===== src/rtl/intr_pkg.sv =====
package intr_pkg;
  localparam int SRC_N  = 6;
  localparam int IDX_W  = 3;
  localparam int DW     = 8;
  localparam int CA_GRP = 2;
  localparam int AW     = 3;

  localparam logic [IDX_W-1:0] IDX_T0  = 3'd0;
  localparam logic [IDX_W-1:0] IDX_T1  = 3'd1;
  localparam logic [IDX_W-1:0] IDX_T2  = 3'd2;
  localparam logic [IDX_W-1:0] IDX_CA0 = 3'd3;
  localparam logic [IDX_W-1:0] IDX_CA1 = 3'd4;
  localparam logic [IDX_W-1:0] IDX_SER = 3'd5;

  localparam logic [AW-1:0] A_EN0  = 3'd0;
  localparam logic [AW-1:0] A_EN1  = 3'd1;
  localparam logic [AW-1:0] A_FTIM = 3'd2;
  localparam logic [AW-1:0] A_FCA0 = 3'd3;
  localparam logic [AW-1:0] A_MCA0 = 3'd5;

  localparam logic [DW-1:0] EN0_MASK  = 8'h9F;
  localparam logic [DW-1:0] EN1_MASK  = 8'h01;
  localparam logic [DW-1:0] FTIM_MASK = 8'h3F;
  localparam int            CA_OVF_BIT = 7;
endpackage


===== src/rtl/intr_flag_reg.sv =====
module intr_flag_reg
  import intr_pkg::*;
#(
  parameter int W = DW,
  parameter logic [W-1:0] MASK = '1
) (
  input  logic         clk,
  input  logic         rst,
  input  logic         wr_en,
  input  logic [W-1:0] wdata,
  input  logic [W-1:0] hw_clr,
  input  logic [W-1:0] hw_set,
  output logic [W-1:0] q
);
  logic [W-1:0] base;

  always_comb begin
    if (wr_en) base = wdata;
    else       base = q & ~hw_clr;
  end

  always_ff @(posedge clk) begin
    if (rst) q <= '0;
    else     q <= (base | hw_set) & MASK;
  end
endmodule


===== src/rtl/intr_ca_group.sv =====
module intr_ca_group
  import intr_pkg::*;
#(
  parameter int NMOD = 5
) (
  input  logic            clk,
  input  logic            rst,
  input  logic            flag_wr,
  input  logic            mask_wr,
  input  logic [DW-1:0]   wdata,
  input  logic [NMOD-1:0] mod_evt,
  input  logic            ovf_evt,
  input  logic            grp_en,
  output logic [DW-1:0]   flags_q,
  output logic [DW-1:0]   mask_q,
  output logic            req
);
  localparam logic [DW-1:0] MOD_BITS = DW'((1 << NMOD) - 1);
  localparam logic [DW-1:0] CA_MASK  = MOD_BITS | (DW'(1) << CA_OVF_BIT);

  logic [DW-1:0] set_b;

  always_comb begin
    set_b = '0;
    set_b[NMOD-1:0] = mod_evt;
    set_b[CA_OVF_BIT] = ovf_evt;
  end

  intr_flag_reg #(.W(DW), .MASK(CA_MASK)) u_flags (
    .clk(clk), .rst(rst), .wr_en(flag_wr), .wdata(wdata),
    .hw_clr('0), .hw_set(set_b), .q(flags_q)
  );

  intr_flag_reg #(.W(DW), .MASK(CA_MASK)) u_mask (
    .clk(clk), .rst(rst), .wr_en(mask_wr), .wdata(wdata),
    .hw_clr('0), .hw_set('0), .q(mask_q)
  );

  assign req = grp_en & (|(flags_q & mask_q));

  // counter-group flags only drop through a register write
  assert_ca_sticky_R7: assert property (@(posedge clk) disable iff (rst)
    (!flag_wr && $past(!rst)) |=> ((flags_q & $past(flags_q)) == $past(flags_q)));
endmodule


===== src/rtl/intr_prio_pick.sv =====
module intr_prio_pick #(
  parameter int N  = 6,
  parameter int IW = 3
) (
  input  logic          clk,
  input  logic          rst,
  input  logic [N-1:0]  req_i,
  output logic          valid_o,
  output logic [IW-1:0] idx_o
);
  logic          win_v;
  logic [IW-1:0] win_i;

  always_comb begin
    win_v = 1'b0;
    win_i = '0;
    for (int i = N - 1; i >= 0; i--) begin
      if (req_i[i]) begin
        win_v = 1'b1;
        win_i = IW'(i);
      end
    end
  end

  always_ff @(posedge clk) begin
    if (rst) begin
      valid_o <= 1'b0;
      idx_o   <= '0;
    end else begin
      valid_o <= win_v;
      idx_o   <= win_i;
    end
  end

  // winner was requesting and no lower index was
  assert_winner_req_R10: assert property (@(posedge clk) disable iff (rst)
    valid_o |-> ($past(req_i) >> idx_o) & N'(1));
  assert_no_lower_R10: assert property (@(posedge clk) disable iff (rst)
    valid_o |-> (($past(req_i) & ((N'(1) << idx_o) - N'(1))) == '0));
  // output follows request state one cycle later
  assert_valid_lag_R11: assert property (@(posedge clk) disable iff (rst)
    ($past(!rst) && ($past(req_i) != '0)) |-> valid_o);
endmodule


===== src/rtl/intr_req_ctrl.sv =====
module intr_req_ctrl
  import intr_pkg::*;
#(
  parameter int NMOD = 5
) (
  input  logic                   clk,
  input  logic                   rst,
  input  logic                   t0_ovf_evt,
  input  logic                   t1_ovf_evt,
  input  logic                   t2_ovf_evt,
  input  logic                   t2_ext_evt,
  input  logic [CA_GRP*NMOD-1:0] ca_mod_evt,
  input  logic [CA_GRP-1:0]      ca_ovf_evt,
  input  logic                   rx_done_evt,
  input  logic                   tx_done_evt,
  input  logic                   reg_wr,
  input  logic [AW-1:0]          reg_addr,
  input  logic [DW-1:0]          reg_wdata,
  output logic [DW-1:0]          reg_rdata,
  input  logic                   ack_valid,
  input  logic [IDX_W-1:0]       ack_idx,
  output logic                   irq_valid,
  output logic [IDX_W-1:0]       irq_idx
);
  logic [DW-1:0]     en0_q, en1_q, ftim_q;
  logic [DW-1:0]     tim_set, tim_clr;
  logic [DW-1:0]     ca_f [CA_GRP];
  logic [DW-1:0]     ca_m [CA_GRP];
  logic [CA_GRP-1:0] ca_req;
  logic [CA_GRP-1:0] grp_en;
  logic [SRC_N-1:0]  req;
  logic              wr_ftim;

  assign wr_ftim = reg_wr && (reg_addr == A_FTIM);

  intr_flag_reg #(.W(DW), .MASK(EN0_MASK)) u_en0 (
    .clk(clk), .rst(rst), .wr_en(reg_wr && (reg_addr == A_EN0)),
    .wdata(reg_wdata), .hw_clr('0), .hw_set('0), .q(en0_q)
  );

  intr_flag_reg #(.W(DW), .MASK(EN1_MASK)) u_en1 (
    .clk(clk), .rst(rst), .wr_en(reg_wr && (reg_addr == A_EN1)),
    .wdata(reg_wdata), .hw_clr('0), .hw_set('0), .q(en1_q)
  );

  always_comb begin
    tim_set = {2'b00, tx_done_evt, rx_done_evt, t2_ext_evt, t2_ovf_evt,
               t1_ovf_evt, t0_ovf_evt};
    tim_clr = '0;
    tim_clr[0] = ack_valid && (ack_idx == IDX_T0);
    tim_clr[1] = ack_valid && (ack_idx == IDX_T1);
  end

  intr_flag_reg #(.W(DW), .MASK(FTIM_MASK)) u_ftim (
    .clk(clk), .rst(rst), .wr_en(wr_ftim), .wdata(reg_wdata),
    .hw_clr(tim_clr), .hw_set(tim_set), .q(ftim_q)
  );

  assign grp_en[0] = en0_q[3];
  assign grp_en[1] = en1_q[0];

  for (genvar g = 0; g < CA_GRP; g++) begin : g_ca
    intr_ca_group #(.NMOD(NMOD)) u_grp (
      .clk(clk), .rst(rst),
      .flag_wr(reg_wr && (reg_addr == AW'(A_FCA0 + g))),
      .mask_wr(reg_wr && (reg_addr == AW'(A_MCA0 + g))),
      .wdata(reg_wdata),
      .mod_evt(ca_mod_evt[g*NMOD +: NMOD]),
      .ovf_evt(ca_ovf_evt[g]),
      .grp_en(grp_en[g]),
      .flags_q(ca_f[g]), .mask_q(ca_m[g]), .req(ca_req[g])
    );
  end

  always_comb begin
    req[IDX_T0]  = en0_q[0] & ftim_q[0];
    req[IDX_T1]  = en0_q[1] & ftim_q[1];
    req[IDX_T2]  = en0_q[2] & (ftim_q[2] | ftim_q[3]);
    req[IDX_CA0] = ca_req[0];
    req[IDX_CA1] = ca_req[1];
    req[IDX_SER] = en0_q[4] & (ftim_q[4] | ftim_q[5]);
    if (!en0_q[7]) req = '0;
  end

  intr_prio_pick #(.N(SRC_N), .IW(IDX_W)) u_pick (
    .clk(clk), .rst(rst), .req_i(req), .valid_o(irq_valid), .idx_o(irq_idx)
  );

  always_ff @(posedge clk) begin
    if (rst) reg_rdata <= '0;
    else begin
      case (reg_addr)
        3'd0:    reg_rdata <= en0_q;
        3'd1:    reg_rdata <= en1_q;
        3'd2:    reg_rdata <= ftim_q;
        3'd3:    reg_rdata <= ca_f[0];
        3'd4:    reg_rdata <= ca_f[1];
        3'd5:    reg_rdata <= ca_m[0];
        3'd6:    reg_rdata <= ca_m[1];
        default: reg_rdata <= '0;
      endcase
    end
  end

  // acknowledge of index 0 drops the timer 0 flag
  assert_t0_ack_clear_R3: assert property (@(posedge clk) disable iff (rst)
    (ack_valid && ack_idx == IDX_T0 && !t0_ovf_evt && !wr_ftim) |=> !ftim_q[0]);
  // an event is never lost to a same-cycle clear
  assert_evt_wins_R4: assert property (@(posedge clk) disable iff (rst)
    t1_ovf_evt |=> ftim_q[1]);
  // acknowledge leaves timer 2 and serial flags alone
  assert_sticky_flags_R5: assert property (@(posedge clk) disable iff (rst)
    (ack_valid && !wr_ftim) |=> ((ftim_q[5:2] & $past(ftim_q[5:2])) == $past(ftim_q[5:2])));
  // global bit low masks the output
  assert_glb_mask_R9: assert property (@(posedge clk) disable iff (rst)
    irq_valid |-> $past(en0_q[7]));
  // index in range
  assert_idx_range_R10: assert property (@(posedge clk) disable iff (rst)
    irq_valid |-> (irq_idx <= IDX_SER));
endmodule


===== config.mk =====
export PLATFORM = sky130hd
export DESIGN_NAME = intr_req_ctrl
export DESIGN_NICKNAME = d
export VERILOG_FILES = /design/src/rtl/intr_pkg.sv /design/src/rtl/intr_flag_reg.sv /design/src/rtl/intr_ca_group.sv /design/src/rtl/intr_prio_pick.sv /design/src/rtl/intr_req_ctrl.sv
export SDC_FILE = /design/constraint.sdc
export NUM_CORES = 1
export LEC_CHECK = 0
export BUFFER_PORTS_ARGS = -buffer_cell sky130_fd_sc_hd__clkbuf_2
export CORE_UTILIZATION = 41
export DETAILED_ROUTE_END_ITERATION = 12
export PLACE_DENSITY = 0.71
export SKIP_LAST_GASP = 1
export SLEW_MARGIN = 20
export SYNTH_ARGS = -nofsm -noshare
export SYNTH_HDL_FRONTEND = slang
export SYNTH_SLANG_ARGS = --single-unit

===== constraint.sdc =====
create_clock -name clk -period 2.3 [get_ports clk]
set_clock_uncertainty 0.1 [all_clocks]
set_input_delay 0.115 -clock clk [delete_from_list [all_inputs] [get_ports clk]]
set_output_delay 0.115 -clock clk [all_outputs]
set_load 0.005 [all_outputs]

* Word level (Yosys, flattened, before mapping)
Index checks and enable logic that the tools add are counted.
** Operators by class
- Equal/unequal tests :: 7
- Magnitude comparators :: 0
- Shift-type cells :: 0
- Reduce and logical (&&, ||, !) cells :: 16
- Bitwise logic cells :: 15
- Multipliers :: 0
- Divide/modulo/power cells :: 0
- $add $sub $neg :: 0
- Muxes and demuxes :: 16
** Operator list (count)
- $pmux W8 S7 :: 1
- $and A8 B8 Y8 :: 2
- $mux W8 :: 2
- $or A8 B8 Y8 :: 2
- $reduce_or A8 Y1 :: 2
- $mux W6 :: 2
- $eq A3 B3 Y1 const B :: 3
- $logic_and A1 B1 Y1 :: 9
- $mux W1 :: 7
- $and A1 B1 Y1 :: 6
- $and A6 B6 Y6 :: 1
- $eq A3 B1 Y1 const B :: 2
- $eq A3 B2 Y1 const B :: 2
- $logic_not A3 Y1 :: 2
- $mux W3 :: 2
- $not A2 Y6 :: 1
- $or A6 B6 Y6 :: 1
- $reduce_or A5 Y1 :: 1
- $mux W2 :: 2
- $reduce_or A3 Y1 :: 1
- $or A1 B1 Y1 :: 2
- $reduce_or A2 Y1 :: 1
** Word-level totals
- RAM bits :: 0
- Input bits :: 36
- Latch bits :: 0
- Memory bits (read-only) :: 0
- Output and inout port bits :: 12
- Logic and storage cells :: 72
- Register bits :: 66
- Memories :: 0

* Logic depth before layout (Yosys ltp)
- Depth after elaboration :: 10
- Depth in mapped cells :: 6
- Gate-level depth less buffers :: 4

* Hierarchy
Synthesis repeated with hierarchy kept, for this count alone.
** Unflattened totals
- Cells, all modules :: 311
- Area, all modules :: 2733.9 µm²
** Modules (own cells, without submodules)
- intr_flag_reg (g_ca[0].u_grp.u_flags ...) :: instances 6, cells each 28, seq. area each 120.1 µm², area each 262.8 µm²
- intr_req_ctrl :: instances 1, cells each 102, seq. area each 160.2 µm², area each 820.8 µm²
- intr_prio_pick :: instances 1, cells each 15, seq. area each 80.1 µm², area each 148.9 µm²
- intr_flag_reg (u_en1) :: instances 1, cells each 12, seq. area each 20.0 µm², area each 95.1 µm²
- intr_ca_group :: instances 2, cells each 7, seq. area each 0.0 µm², area each 46.3 µm²

* Worst setup path after synthesis
Ideal clock, no wire load.
- Path type :: register to register
- Start point :: register g_ca[0].u_grp.u_flags.q[3]
- End point :: register u_pick.valid_o
- Path buffers :: 0
- Required time :: 2.080 ns
- Period minus slack after synthesis :: 1.461 ns
- Cell stages (with the launch flop) :: 5
- Setup time :: 0.120 ns
- Setup slack :: 0.839 ns
- Data arrival time :: 1.241 ns
- Cell sequence :: dfxtp_1 > a22o_1 > o311ai_4 > nand3_2 > o31a_1
** Between the ends
- Longest elaborated chain between the ends :: 8
** Ends and longest elaborated chain
- start, declared :: RTL line intr_flag_reg.sv:13 : output logic [W-1:0] q
- start signal, assigned :: RTL line intr_flag_reg.sv:24 : else q <= (base | hw_set) & MASK;
- $and A8 B8 Y8 :: RTL line intr_ca_group.sv:39 : assign req = grp_en & (|(flags_q & mask_q));
- $reduce_or A8 Y1 :: RTL line intr_ca_group.sv:39
- $and A1 B1 Y1 :: RTL line intr_ca_group.sv:39
- $mux W6 :: RTL line intr_req_ctrl.sv:82 : if (!en0_q[7]) req = '0;
- $mux W1 (4 in series) :: RTL line intr_prio_pick.sv:18 : if (req_i[i]) begin
- end signal, assigned :: RTL line intr_prio_pick.sv:30 : valid_o <= win_v;
- end, declared :: RTL line intr_prio_pick.sv:8 : output logic valid_o,
Every way passes these cells.
A chain may end at the register's enable or synchronous reset.

* Final worst setup path
- Start point :: input reg_addr[1]
- End point :: register u_ftim.q[5]
** Between the ends
- Longest elaborated chain between the ends :: 4
** Ends and longest elaborated chain
- start, declared :: RTL line intr_req_ctrl.sv:17 : input logic [AW-1:0] reg_addr,
- $eq A3 B2 Y1 :: RTL line intr_req_ctrl.sv:34 : assign wr_ftim = reg_wr && (reg_addr == A_FTIM);
- $logic_and A1 B1 Y1 :: RTL line intr_req_ctrl.sv:34
- $mux W6 :: RTL line intr_flag_reg.sv:18 : if (wr_en) base = wdata;
- $or A6 B6 Y6 :: RTL line intr_flag_reg.sv:24
- end signal, assigned :: RTL line intr_flag_reg.sv:24
- end, declared :: RTL line intr_flag_reg.sv:13
Every way passes these cells.

==> out/results.tsv <==
metric	value	unit
# Max-Cap Violations	0	
TritonCTS clock tree	yes	
Yosys reg bits	48	
Num CTS Buffers	5	
Post-DRT Antenna Nets	0	
min-delay worst type	input port to register	
antenna violations before repair	0	
die width	76.1	µm
status	completed	
total congestion overflow	0	
CP Capture Type	register	
GRT Total Usage	0.210	
met1 WL	2750	µm
starting density of the core	0.433	
metal2 WL	2710	µm
CP Launch Type	input port	
Async S/R FF share, synth	0	
vias post-DR	2088	
Post-CTS Repair Setup Buffers	0	
Resized Gates After CTS	0	
WHS Path Cells	4	
Seq/Total Area, Yosys	0.427	
first-pass iteration count of the detailed router	4	
DRC viols	0	
Clk Latency, worst-skew pair	0.30	ns
sw frac	0.252	
Max Root-Sink Buffers	2	
via-per-instance ratio	5.41	
Post-Syn Nets	292	
fin. max-slew vios	0	
# diodes	0	
Crit Path Class	input port to register	
# nets final	351	
P&R area growth vs syn	23.8	%
Critical Path Fanout Max	16	
Sinks on Clock Net	48	
Final Hold Fails	0	
setup violators final	0	
largest net degree at the start of global routing	24	
PortBufs	45	
VDD IR max	255	µV
worst path required time	2.45	ns
Detail Placement HPWL	4160	µm
Cell Area, Synth	2250	µm²
core area	5200	µm²
Placed Cells incl. Taps	359	
worst r2r path cells	4	
WL final	5910	µm
Seq pwr share	0.554	
post-route insts no fill	386	
share of layout cells above drive strength 1	0.203	
Final GP Congestion	0.952	
Gate Count Post-Synth	256	
fmax	0.505	GHz
Switch Pwr	0.000411	W
Comb pwr share	0.133	
Netlist cell types	39	
final hold slack	0.0623	ns
Pleak	1.29	nW
number of synthesized flops with an enable pin	0	
RSZ-0062 raised after global routing	false	
first-pass GRT wire length	9420	µm
clock root buffer master	clkbuf_8	
critical path arrival	2.14	ns
Std-Cell Rows	26	
PD cells	583	nW/µm²
TNS Setup	0	ns
reg2reg setup slack	0.71	ns
initial drt markers	238	
Die Area	5790	µm²
WL/cell	15.3	µm
pin slew with the least headroom to its limit	0.520	ns
Synth warnings	0	
top sig layer	met4	
dominant synthesized flop cell	dfxtp_1	
Min Clock Period, post-route	1.98	ns
Synth Area per Inst	8.80	µm²
clk slew on worst S/H paths	0.08	ns
cell-internal power	0.00122	W
Die Span Y	76.1	µm
H-tree depth	2	
Tcrit/Tclk final	0.862	
total chip power	0.00163	W
slew margin rel.	0.644	
vias in the first global route	1867	
io pins	48	
Clk pwr share	0.313	
routed wl met3	327	µm
worst max-delay path, cell delays in order:
cell and delay, ns:
clkbuf_2 0.31, nor2b_1 0.49, and2_0 0.38, nand2_1 0.10
a31oi_1 0.17, dlygate4sd3_1 0.57
cells by family after synthesis:
group                  after synthesis  share of synthesized area
AND/OR/NAND/NOR                     84                      0.178
AO/OA/AOI/OAI                       62                      0.198
buffers and inverters               31                     0.0600
multiplexers                        30                      0.135
other                                1                    0.00167
flip-flops                          48                      0.427
through the flow:
| step | util | worst slack, ns | area, µm² |
|---|---|---|---|
| global placement | 0.482 | 0.609 | 2510 |
| finish | 0.536 | 0.318 | 2790 |
| CTS | 0.536 | 0.356 | 2790 |
| global route | 0.536 | 0.192 | 2790 |
| detailed placement | 0.482 | 0.575 | 2510 |
| floorplan | - | 0.839 | 2250 |
per-layer routing:
layer,GRT usage,up-vias
met5,0,-
met4,0.0846,0
met3,0.0311,12
met2,0.343,70
met1,0.277,977
li1,-,1029
synthesized netlist by cell type, drive strengths merged (4+ instances only):
master / number / area share
a21oi: 16 / 0.036
a221oi: 4 / 0.016
a22oi: 10 / 0.033
a31oi: 12 / 0.033
and2: 4 / 0.011
buf: 11 / 0.027
dfxtp: 48 / 0.43
inv: 17 / 0.028
mux2i: 27 / 0.12
nand2: 30 / 0.050
nand3: 10 / 0.029
nor2: 27 / 0.045
o211ai: 4 / 0.013
layout by cell type (no fill, tap or decap), drive strengths merged, types with 2 or more instances in the layout:
master / Yosys / final
and2b: 3 / 3
a31oi: 12 / 12
nor3b: 2 / 2
a221oi: 4 / 4
a22o: 3 / 3
a2111oi: 2 / 2
nor2b: 3 / 3
dlygate4sd3: 0 / 19
nor3: 2 / 2
o22ai: 2 / 2
clkbuf: 3 / 53
and2: 4 / 4
a22oi: 10 / 10
buf: 11 / 2
nor2: 27 / 27
nand2: 30 / 30
o211ai: 4 / 4
and3: 2 / 2
mux2i: 27 / 27
nand3: 10 / 10
mux2: 3 / 3
dfxtp: 48 / 48
o21a: 2 / 2
a21oi: 16 / 16
inv: 17 / 17
path summary, 6_finish.rpt:
| check | from | endpoint |
|---|---|---|
| worst max register to register | u_en0.q[7]$_SDFFE_PP0P_ | u_pick.idx_o[0]$_SDFF_PP0_ |
| worst min-delay path | ack_idx[0] | u_ftim.q[1]$_SDFF_PP0_ |
| worst min register to register | g_ca[0].u_grp.u_flags.q[1]$_SDFF_PP0_ | g_ca[0].u_grp.u_flags.q[1]$_SDFF_PP0_ |
| worst max-delay path | reg_addr[1] | u_ftim.q[5]$_SDFF_PP0_ |
repair_timing:
item | CTS | global route
setup endpoints to repair | 0 | 0
hold buffers | 19 | 0
hold endpoints to repair | 18 | 0
state kept, by name (all words and copies together), names as in the netlist:
signal                cells
g_ca.u_grp.u_flags.q     12
g_ca.u_grp.u_mask.q      12
reg_rdata                 7
u_en0.q                   6
u_en1.q                   1
u_ftim.q                  6
u_pick.idx_o              3
u_pick.valid_o            1
power groups by stage:
stage | clock network, W | registers (W) | logic [W]
after floorplan | 0 | 0.000907 | 0.000122
after global placement | 0 | 0.000919 | 0.000184
after detailed placement | 0 | 0.000920 | 0.000187
after CTS | 0.000514 | 0.000900 | 0.000214
after global routing | 0.000550 | 0.000906 | 0.000237
final | 0.000509 | 0.000902 | 0.000217
cell type report:
| type | count | area, µm² |
|---|---|---|
| fill | 526 | 2420 |
| multi-input combinational | 177 | 1160 |
| sequential | 48 | 961 |
| timing repair buffer | 66 | 430 |
| clock buffer | 8 | 90.1 |
| tap | 70 | 87.6 |
| inverter | 17 | 63.8 |
Note: power is estimated with default switching activity, not from simulation.
